==> src/rtl/wfc_pkg.sv <==
package wfc_pkg;
  localparam int CFG_W = 8;

  typedef struct packed {
    logic [2:0] iface;
    logic       rearm;
    logic       freeze;
  } wfc_cfg_t;
endpackage

==> src/rtl/wfc_cfg.sv <==
module wfc_cfg
  import wfc_pkg::*;
(
  input  logic             clk,
  input  logic             rst_n,
  input  logic             we,
  input  logic [CFG_W-1:0] wdata,
  output wfc_cfg_t         cfg,
  output logic [CFG_W-1:0] rdata
);
  wfc_cfg_t cfg_q, cfg_d;
  logic     unused_rsvd;

  assign unused_rsvd = ^wdata[2:0];

  always_comb begin
    cfg_d = cfg_q;
    if (we) cfg_d = wfc_cfg_t'(wdata[CFG_W-1:3]);
  end

  always_ff @(posedge clk or negedge rst_n) begin
    if (!rst_n)  cfg_q <= '0;
    else if (we) cfg_q <= cfg_d;
  end

  assign cfg   = cfg_q;
  assign rdata = {cfg_q, 3'b000};

  // a write is reflected in the upper bits on the following cycle
  a_r2_wr_back: assert property (@(posedge clk) disable iff (!rst_n)
    we |=> rdata[CFG_W-1:3] == $past(wdata[CFG_W-1:3]));
endmodule

==> src/rtl/wfc_wake.sv <==
module wfc_wake (
  input  logic clk,
  input  logic rst_n,
  input  logic evt,
  input  logic wake_mode,
  input  logic clr,
  input  logic rearm,
  output logic irq
);
  logic irq_q, irq_d;
  logic armed_q, armed_d;

  always_comb begin
    irq_d   = irq_q;
    armed_d = armed_q;
    if (!wake_mode) begin
      armed_d = 1'b1;
      if (clr) irq_d = 1'b0;
    end else if (clr) begin
      irq_d = 1'b0;
      if (rearm) armed_d = 1'b1;
    end else if (evt && armed_q) begin
      irq_d   = 1'b1;
      armed_d = 1'b0;
    end
  end

  always_ff @(posedge clk or negedge rst_n) begin
    if (!rst_n) begin
      irq_q   <= 1'b0;
      armed_q <= 1'b1;
    end else begin
      irq_q   <= irq_d;
      armed_q <= armed_d;
    end
  end

  assign irq = irq_q;

  // clear dominates any same-cycle event
  a_r12_clr_wins: assert property (@(posedge clk) disable iff (!rst_n)
    clr |=> !irq);
  // latched interrupt holds until cleared
  a_r6_hold: assert property (@(posedge clk) disable iff (!rst_n)
    (irq && !clr) |=> irq);
  // a disarmed detector cannot raise the interrupt
  a_r10_disarmed: assert property (@(posedge clk) disable iff (!rst_n)
    (!armed_q && wake_mode && !(clr && rearm)) |=> !$rose(irq));
endmodule

==> src/rtl/wfc_fifo.sv <==
module wfc_fifo #(
  parameter int DEPTH = 32,
  parameter int W     = 48,
  localparam int AW   = $clog2(DEPTH),
  localparam int CW   = $clog2(DEPTH + 1)
) (
  input  logic          clk,
  input  logic          rst_n,
  input  logic          push,
  input  logic [W-1:0]  wdata,
  input  logic          pop,
  input  logic          stream,
  output logic [W-1:0]  rdata,
  output logic [CW-1:0] count,
  output logic          full,
  output logic          empty,
  output logic          ovf
);
  localparam logic [CW-1:0] FULL_CNT = CW'(DEPTH);
  localparam logic [AW-1:0] LAST_IDX = AW'(DEPTH - 1);

  logic [W-1:0]  mem [DEPTH];
  logic [AW-1:0] wr_ptr_q, wr_ptr_d, rd_ptr_q, rd_ptr_d;
  logic [CW-1:0] cnt_q, cnt_d;
  logic          ovf_q, ovf_d;
  logic          do_pop, wr_ok, drop_old, adv_rd;

  function automatic logic [AW-1:0] nxt(input logic [AW-1:0] p);
    return (p == LAST_IDX) ? '0 : p + AW'(1);
  endfunction

  assign full     = (cnt_q == FULL_CNT);
  assign empty    = (cnt_q == '0);
  assign do_pop   = pop && !empty;
  assign wr_ok    = push && (!full || stream || do_pop);
  assign drop_old = push && full && stream && !do_pop;
  assign adv_rd   = do_pop || drop_old;

  always_comb begin
    wr_ptr_d = wr_ok  ? nxt(wr_ptr_q) : wr_ptr_q;
    rd_ptr_d = adv_rd ? nxt(rd_ptr_q) : rd_ptr_q;
    cnt_d    = cnt_q;
    if (wr_ok && !adv_rd)      cnt_d = cnt_q + CW'(1);
    else if (!wr_ok && adv_rd) cnt_d = cnt_q - CW'(1);
    ovf_d    = ovf_q | drop_old;
  end

  always_ff @(posedge clk or negedge rst_n) begin
    if (!rst_n) begin
      wr_ptr_q <= '0;
      rd_ptr_q <= '0;
      cnt_q    <= '0;
      ovf_q    <= 1'b0;
    end else begin
      wr_ptr_q <= wr_ptr_d;
      rd_ptr_q <= rd_ptr_d;
      cnt_q    <= cnt_d;
      ovf_q    <= ovf_d;
    end
  end

  always_ff @(posedge clk) begin
    if (wr_ok) mem[wr_ptr_q] <= wdata;
  end

  assign rdata = empty ? '0 : mem[rd_ptr_q];
  assign count = cnt_q;
  assign ovf   = ovf_q;

  // occupancy never exceeds the depth
  a_r4_bound: assert property (@(posedge clk) disable iff (!rst_n)
    cnt_q <= FULL_CNT);
  // a refused write when full leaves the overflow flag untouched
  a_r4_no_drop: assert property (@(posedge clk) disable iff (!rst_n)
    (push && full && !stream && !do_pop) |=> (full && $stable(ovf_q)));
  // a stream-mode push on full keeps the FIFO full and marks overflow
  a_r5_stream_keep: assert property (@(posedge clk) disable iff (!rst_n)
    drop_old |=> (full && ovf_q));
  // overflow flag is sticky
  a_r5_sticky: assert property (@(posedge clk) disable iff (!rst_n)
    ovf_q |=> ovf_q);
endmodule

==> src/rtl/wake_fifo_ctrl.sv <==
module wake_fifo_ctrl
  import wfc_pkg::*;
#(
  parameter int DEPTH = 32,
  parameter int AXW   = 16,
  localparam int SW   = 3 * AXW,
  localparam int CW   = $clog2(DEPTH + 1)
) (
  input  logic             clk,
  input  logic             rst_n,
  input  logic             smp_valid,
  input  logic [SW-1:0]    smp_data,
  input  logic             stream_mode,
  input  logic             wake_evt,
  input  logic             wake_mode_on,
  input  logic             cfg_we,
  input  logic [CFG_W-1:0] cfg_wdata,
  output logic [CFG_W-1:0] cfg_rdata,
  input  logic             irq_clr,
  output logic             wake_irq,
  input  logic             rd_en,
  output logic [SW-1:0]    rd_data,
  output logic             fifo_empty,
  output logic             fifo_full,
  output logic [CW-1:0]    fifo_count,
  output logic             fifo_ovf
);
  wfc_cfg_t cfg;
  logic     cap_en, push;

  wfc_cfg u_cfg (
    .clk   (clk),
    .rst_n (rst_n),
    .we    (cfg_we),
    .wdata (cfg_wdata),
    .cfg   (cfg),
    .rdata (cfg_rdata)
  );

  wfc_wake u_wake (
    .clk       (clk),
    .rst_n     (rst_n),
    .evt       (wake_evt),
    .wake_mode (wake_mode_on),
    .clr       (irq_clr),
    .rearm     (cfg.rearm),
    .irq       (wake_irq)
  );

  assign cap_en = (|cfg.iface) && !(cfg.freeze && wake_irq);
  assign push   = smp_valid && cap_en;

  wfc_fifo #(.DEPTH(DEPTH), .W(SW)) u_fifo (
    .clk    (clk),
    .rst_n  (rst_n),
    .push   (push),
    .wdata  (smp_data),
    .pop    (rd_en),
    .stream (stream_mode),
    .rdata  (rd_data),
    .count  (fifo_count),
    .full   (fifo_full),
    .empty  (fifo_empty),
    .ovf    (fifo_ovf)
  );

  // frozen FIFO does not grow
  a_r8_frozen: assert property (@(posedge clk) disable iff (!rst_n)
    (cfg.freeze && wake_irq && smp_valid && !rd_en) |=> $stable(fifo_count));
  // no interface enabled means no capture
  a_r3_no_iface: assert property (@(posedge clk) disable iff (!rst_n)
    ((cfg.iface == 3'b000) && !rd_en) |=> $stable(fifo_count));
endmodule

==> config.mk <==
export PLATFORM = sky130hd
export DESIGN_NAME = wake_fifo_ctrl
export DESIGN_NICKNAME = d
export VERILOG_FILES = /design/src/rtl/wfc_pkg.sv /design/src/rtl/wfc_cfg.sv /design/src/rtl/wfc_wake.sv /design/src/rtl/wfc_fifo.sv /design/src/rtl/wake_fifo_ctrl.sv
export SDC_FILE = /design/constraint.sdc
export NUM_CORES = 2
export LEC_CHECK = 0
export BUFFER_PORTS_ARGS = -buffer_cell sky130_fd_sc_hd__buf_2
export CORE_ASPECT_RATIO = 0.75
export CORE_MARGIN = 2
export CORE_UTILIZATION = 45
export DETAILED_ROUTE_END_ITERATION = 7
export PLACE_DENSITY_LB_ADDON = 0.3
export SYNTH_ARGS = -nofsm -noshare
export SYNTH_HDL_FRONTEND = slang
export SYNTH_SLANG_ARGS = --single-unit
==> constraint.sdc <==
create_clock -name clk -period 10.3 [get_ports clk]
set_clock_uncertainty 0.2 [all_clocks]
set_input_delay 0.515 -clock clk [delete_from_list [all_inputs] [get_ports clk]]
set_output_delay 0.515 -clock clk [all_outputs]
set_load 0.03 [all_outputs]
=== Word level (Yosys, flattened, before mapping) ===
Memory sizes are Yosys's and may differ from the RTL's.
Index checks and enable logic that the tools add are counted.

* Register bits after elaboration: 24
* Bits in latches: 0
* RAM bits: 1536
* Bits in read-only memories: 0
* Input port bits: 65
* Output and inout bits: 66
* Logic and storage cells: 62
* Memories: 1

{| class="wikitable"
|+ Memory list
! name !! depth !! width !! read ports !! clocked after Yosys merged registers in !! wr ports !! line !! RTL
|-
| u_fifo.mem || 32 || 48 || 1 || 0 || 1 || wfc_fifo.sv:22 || <nowiki>logic [W-1:0] mem [DEPTH];</nowiki>
|}

* Add/sub/neg operators: 4
* Multipliers: 0
* Divide/modulo/power cells: 0
* Magnitude comparators: 0
* Equal/unequal tests: 5
* Shift operators: 0
* Multiplexer cells: 15
* Bitwise operators: 1
* Reduce and logical (&&, ||, !) cells: 27

{| class="wikitable"
|+ Operator list
! kind !! count
|-
| 2-to-1 mux 48 bit || 1
|-
| 2-to-1 mux 6 bit || 2
|-
| logical AND 1 bit || 11
|-
| adder 5 x 1 -> 5 bit, second input constant || 2
|-
| equality test 5 bit, second input constant || 2
|-
| 2-to-1 mux 1 bit || 10
|-
| 2-to-1 mux 5 bit || 2
|-
| adder 6 x 1 -> 6 bit, second input constant || 1
|-
| equality test 6 bit, second input constant || 1
|-
| logical NOT 1 bit || 6
|-
| logical NOT 6 bit || 1
|-
| nonzero test 2 bit || 3
|-
| subtractor 6 x 1 -> 6 bit, second input constant || 1
|-
| AND reduction 2 bit || 2
|-
| logical OR 1 bit || 3
|-
| != test 3 x 1 -> 1 bit, second input constant || 1
|-
| != test 3 x 2 -> 1 bit, second input constant || 1
|-
| OR reduction 3 bit || 1
|-
| bitwise OR 1 bit || 1
|}

=== Longest topological paths before layout ===
* Word-level depth: 11
* Gate-level depth with buffers: 13
* Gate-level depth less buffers: 13

=== Modules after synthesis ===
A second synthesis with hierarchy kept.

* Cell total of the unflattened synthesis: 2689
* Area, all modules: 59587.1 sq um

{| class="wikitable"
|+ Modules (own cells, without submodules)
! module !! instances !! cells an instance !! area an instance (sq um) !! seq. area each (sq um)
|-
| wfc_fifo || 1 || 2661 || 59250.6 || 46549.6
|-
| wfc_cfg || 1 || 19 || 245.2 || 125.1
|-
| wfc_wake || 1 || 7 || 77.6 || 51.3
|-
| wake_fifo_ctrl || 1 || 2 || 13.8 || 0.0
|}

=== Worst setup path after synthesis ===
OpenSTA, ideal clock, no wires.

* Path type: reg-to-reg
* From: reg u_fifo.cnt_q[0], in the netlist u_fifo.count[0]
* To: mem u_fifo.mem[28][0], enable pin
* Setup time: 454 ps
* Data arrival time: 3542 ps
* Data required time: 9646 ps
* Setup slack: 6104 ps
* Stages on the path, launching flop included: 7
* Buffers on the path: 1
* Period minus slack after synthesis: 4196 ps
* Cell sequence: dfrtp_1 -> nor4_1 -> nand3_1 -> o31a_1 -> clkbuf_1 -> nand2_1 -> nor2_1

* Cells in the longest elaborated chain, start to end: 7
* Elaborated cells on any way between the ends: 10
* Those cells by class: eq/ne: 1; mux: 2; reduce/logical: 7

{| class="wikitable"
|+ Ends and longest elaborated chain
! what !! line !! RTL
|-
| start, declared || wfc_fifo.sv:24 || <nowiki>logic [CW-1:0] cnt_q, cnt_d;</nowiki>
|-
| start signal, assigned || wfc_fifo.sv:57 || <nowiki>cnt_q <= cnt_d;</nowiki>
|-
| equality test 6 bit / logical NOT 6 bit (equally long branches) || wfc_fifo.sv:32, wfc_fifo.sv:33 ||
|-
| logical NOT 1 bit, on equally long branches || wfc_fifo.sv:35, wfc_fifo.sv:34 ||
|-
| logical OR 1 bit / logical AND 1 bit (equally long branches) || wfc_fifo.sv:35, wfc_fifo.sv:34 ||
|-
| logical OR 1 bit (*) || wfc_fifo.sv:35 || <nowiki>assign wr_ok = push && (!full || stream || do_pop);</nowiki>
|-
| logical AND 1 bit (*) || wfc_fifo.sv:35 ||
|-
| net u_fifo.wr_ok || wfc_fifo.sv:26 || <nowiki>logic do_pop, wr_ok, drop_old, adv_rd;</nowiki>
|-
| 2-to-1 mux 1 bit (*) || wfc_fifo.sv:63 || <nowiki>if (wr_ok) mem[wr_ptr_q] <= wdata;</nowiki>
|-
| 2-to-1 mux 1 bit (not written as such) (*) || wfc_fifo.sv:63 ||
|-
| end, declared || wfc_fifo.sv:22 ||
|}

The timed path passes the listed nets; every way through them passes the cells marked *.

=== Final worst setup path ===
* From: reg u_fifo.rd_ptr_q[0]
* To: out rd_data[22]

* Cells in the longest elaborated chain, start to end: 2

{| class="wikitable"
|+ Ends and longest elaborated chain
! what !! line !! RTL
|-
| start, declared || wfc_fifo.sv:23 || <nowiki>logic [AW-1:0] wr_ptr_q, wr_ptr_d, rd_ptr_q, rd_ptr_d;</nowiki>
|-
| start signal, assigned || wfc_fifo.sv:56 || <nowiki>rd_ptr_q <= rd_ptr_d;</nowiki>
|-
| memory (32 x 48 bit) || - ||
|-
| 2-to-1 mux 48 bit || wfc_fifo.sv:66 || <nowiki>assign rdata = empty ? '0 : mem[rd_ptr_q];</nowiki>
|-
| end, declared || wake_fifo_ctrl.sv:22 || <nowiki>output logic [SW-1:0] rd_data,</nowiki>
|}

Every way passes these cells.

==> out/qor.csv <==
metric;value;unit
synthesized cell area;60500;um^2
Crit path largest cell delay;0.93;ns
DRT iter0 DRCs;3199;
most numerous cell in the Yosys netlist;edfxtp_1;
CP arrival;4.97;ns
Final ANT Viol Nets;0;
Synth cell types;55;
most used flip-flop cell after synthesis;edfxtp_1;
period utilization;55.2;%
post-route setup TNS;0;ns
Port Buf Inserts;124;
clock slew at reported path FFs;0.06;ns
post-synthesis register bit count;1560;
Cell Rows;116;
crit path max fanout;54;
Via Count;27700;
placed cell count;4322;
Setup Slack @ Placement;5.26;ns
initial antenna violation count;4;
Worst-Margin Slew;1.29;ns
CTS tree;yes;
clock root buffer;clkbuf_16;
Ys Warns;0;
Initial Utilization;45.3;%
Fin. Hold Viols;0;
Final HPWL DP;67800;um
I/O pin count;131;
Die H;321;um
final design utilization;51.0;%
vias in the first global route;28300;
critical path endpoint category;output pin;
power per standard cell area;261;nW/um^2
Peak VDD IR;0.000231;V
Num CTS Buffers;148;
clk sinks;1560;
DRC violations left;0;
critical path's most frequent cell;buf_4;
RD Place Congestion;0.729;
Max clock buf depth;3;
area of the die;137000;um^2
Placed Area;62900;um^2
WL final;142000;um
Worst slew margin;13.8;%
RSZ-0062 raised after global routing;no;
CP Launch Type;register;
Finished Layout Cells;4636;
post-synth top area cell;edfxtp_1;
Tmin final;5.68;ns
largest net degree at the start of global routing;121;
Peak Freq;176;MHz
first-pass GRT wire length;201000;um
Worst EP required;9.59;ns
Syn-to-layout area delta;12.6;%
sequential share of the synthesized area;77.3;%
final setup violation count;0;
Overall Power;17.8;mW
Leak;21.5;nW
layout cell share with drive strength beyond 1;28.5;%
drt wl/cell;30.6;um
crit-path leading delay family;buffers and inverters;
total gr overflow;0;
top post-synthesis cells by area;edfxtp_1 76%, mux4_2 13%, mux4_1 3.2%;
number of synthesized flops with an enable pin;1536;
CTS H-tree depth;4;
# nets final;2825;
Pins Over Slew Limit;0;
core area;133000;um^2
post_cts resized;0;
post-route setup slack;4.62;ns
gr usage total;20.7;%
critical path class;register to output pin;
max-cap viol count;0;
Post-CTS Setup Bufs;0;
design area;68100;um^2
critical-path cell list;buf_4 -> buf_4 -> mux4_1 -> mux4_2 -> clkinv_1 -> a21oi_2 -> buf_2;
Die Width;427;um
commonest cells in the netlist;1536 x edfxtp_1, 359 x mux4_2, 73 x mux4_1;
Post-Syn Instances;2507;
worst skew pair latency;0.76;ns
Buf/Inv on CP;4;
Slowest-stage cell, CP;buf_4;
top cell type's share of synthesized area;76.3;%
Filler cells;10100;
first drt pass iteration count;5;
Hold WC Path Type;primary input to register;
post-synthesis async set-or-reset flop share;1.54;%
Post-Syn Area per Cell;24.1;um^2
post-DR vias/cell;5.98;
status;completed;
Hold WS;0.0454;ns
flip-flops by register name (all words and copies together) (netlist names):
register and flops:
u_fifo.rd_ptr_q 5, u_fifo.ovf 1, u_fifo.mem 1536, u_fifo.count 6
u_wake.armed_q 1, u_fifo.wr_ptr_q 5, u_wake.irq 1, u_cfg.cfg 5
path summary, 6_finish.rpt:
path	start	slack [ns]	end	cells after the start
min	smp_data[24]	0.05	u_fifo.mem[25][24]	1
min in group asynchronous	rst_n	0.10	u_fifo.count[0]	2
max	u_fifo.rd_ptr_q[0]	4.62	rd_data[22]	7
max in group asynchronous	rst_n	9.36	u_fifo.rd_ptr_q[3]	2
min reg2reg	u_fifo.count[5]	0.31	u_fifo.count[5]	1
max reg2reg	u_wake.irq	6.09	u_fifo.mem[13][40]	6
placed cells by master, fill, tap and decap left out, types with 8 or more instances in the layout:
cell type and instances:
a2111oi_0 8, a211o_1 40, a21oi_1 11, a21oi_2 32, buf_2 124, buf_4 54
bufinv_16 13, clkbuf_1 33, clkbuf_16 151, clkinv_1 78, clkinv_2 18, dfrtp_1 18
dlygate4sd3_1 45, edfxtp_1 1536, ha_1 12, mux2i_1 49, mux4_1 73, mux4_2 359
nand2_1 20, nor2_4 32, nor2b_1 10, o22ai_1 50
where the power goes:
group	switching [mW]	total, mW	internal (mW)
sequential	0.265	7.56	7.29
clock	2.28	5.30	3.02
combinational	2.80	4.90	2.10
total	5.35	17.8	12.4
cells by family (layout without fill, tap and decap cells):
group | Yosys count | after routing | synth area share, %
and+or+nand+nor | 94 | 94 | 0.728
AOI/OAI and AO/OA | 161 | 161 | 2.03
adders and majority gates | 13 | 13 | 0.281
muxes | 488 | 488 | 17.5
other | 1 | 8 | 0.00620
xor gates and xnor gates | 5 | 5 | 0.0724
DFF | 1560 | 1560 | 77.3
buffers and inverters | 185 | 537 | 2.11
per-layer routing:
layer	wire length, um	track usage (%)	vias up
met1	57600	28.8	14900
met4	3580	6.43	2
met3	10800	3.34	245
li1	-	-	11300
met5	13	0	-
met2	69900	34.0	1258
repair_timing:
action / in CTS / in global routing
setup endpoints to repair: 0 / 0
endpoints found under the hold margin: 656 / 0
hold buffers: 45 / 0
final cells by class:
| type | count | area (um^2) | area share (%) |
|---|---|---|---|
| diodes | 5 | 12.5 | 0.0184 |
| clock buffers | 184 | 3900 | 5.73 |
| clock inverters | 80 | 766 | 1.12 |
| inverters | 48 | 181 | 0.267 |
| multi-input cells | 764 | 12700 | 18.7 |
| flip-flops and latches | 1560 | 46700 | 68.7 |
| well taps | 1770 | 2210 | 3.25 |
| repair buffers | 225 | 1520 | 2.23 |
Power figures use the tool's default switching activity.
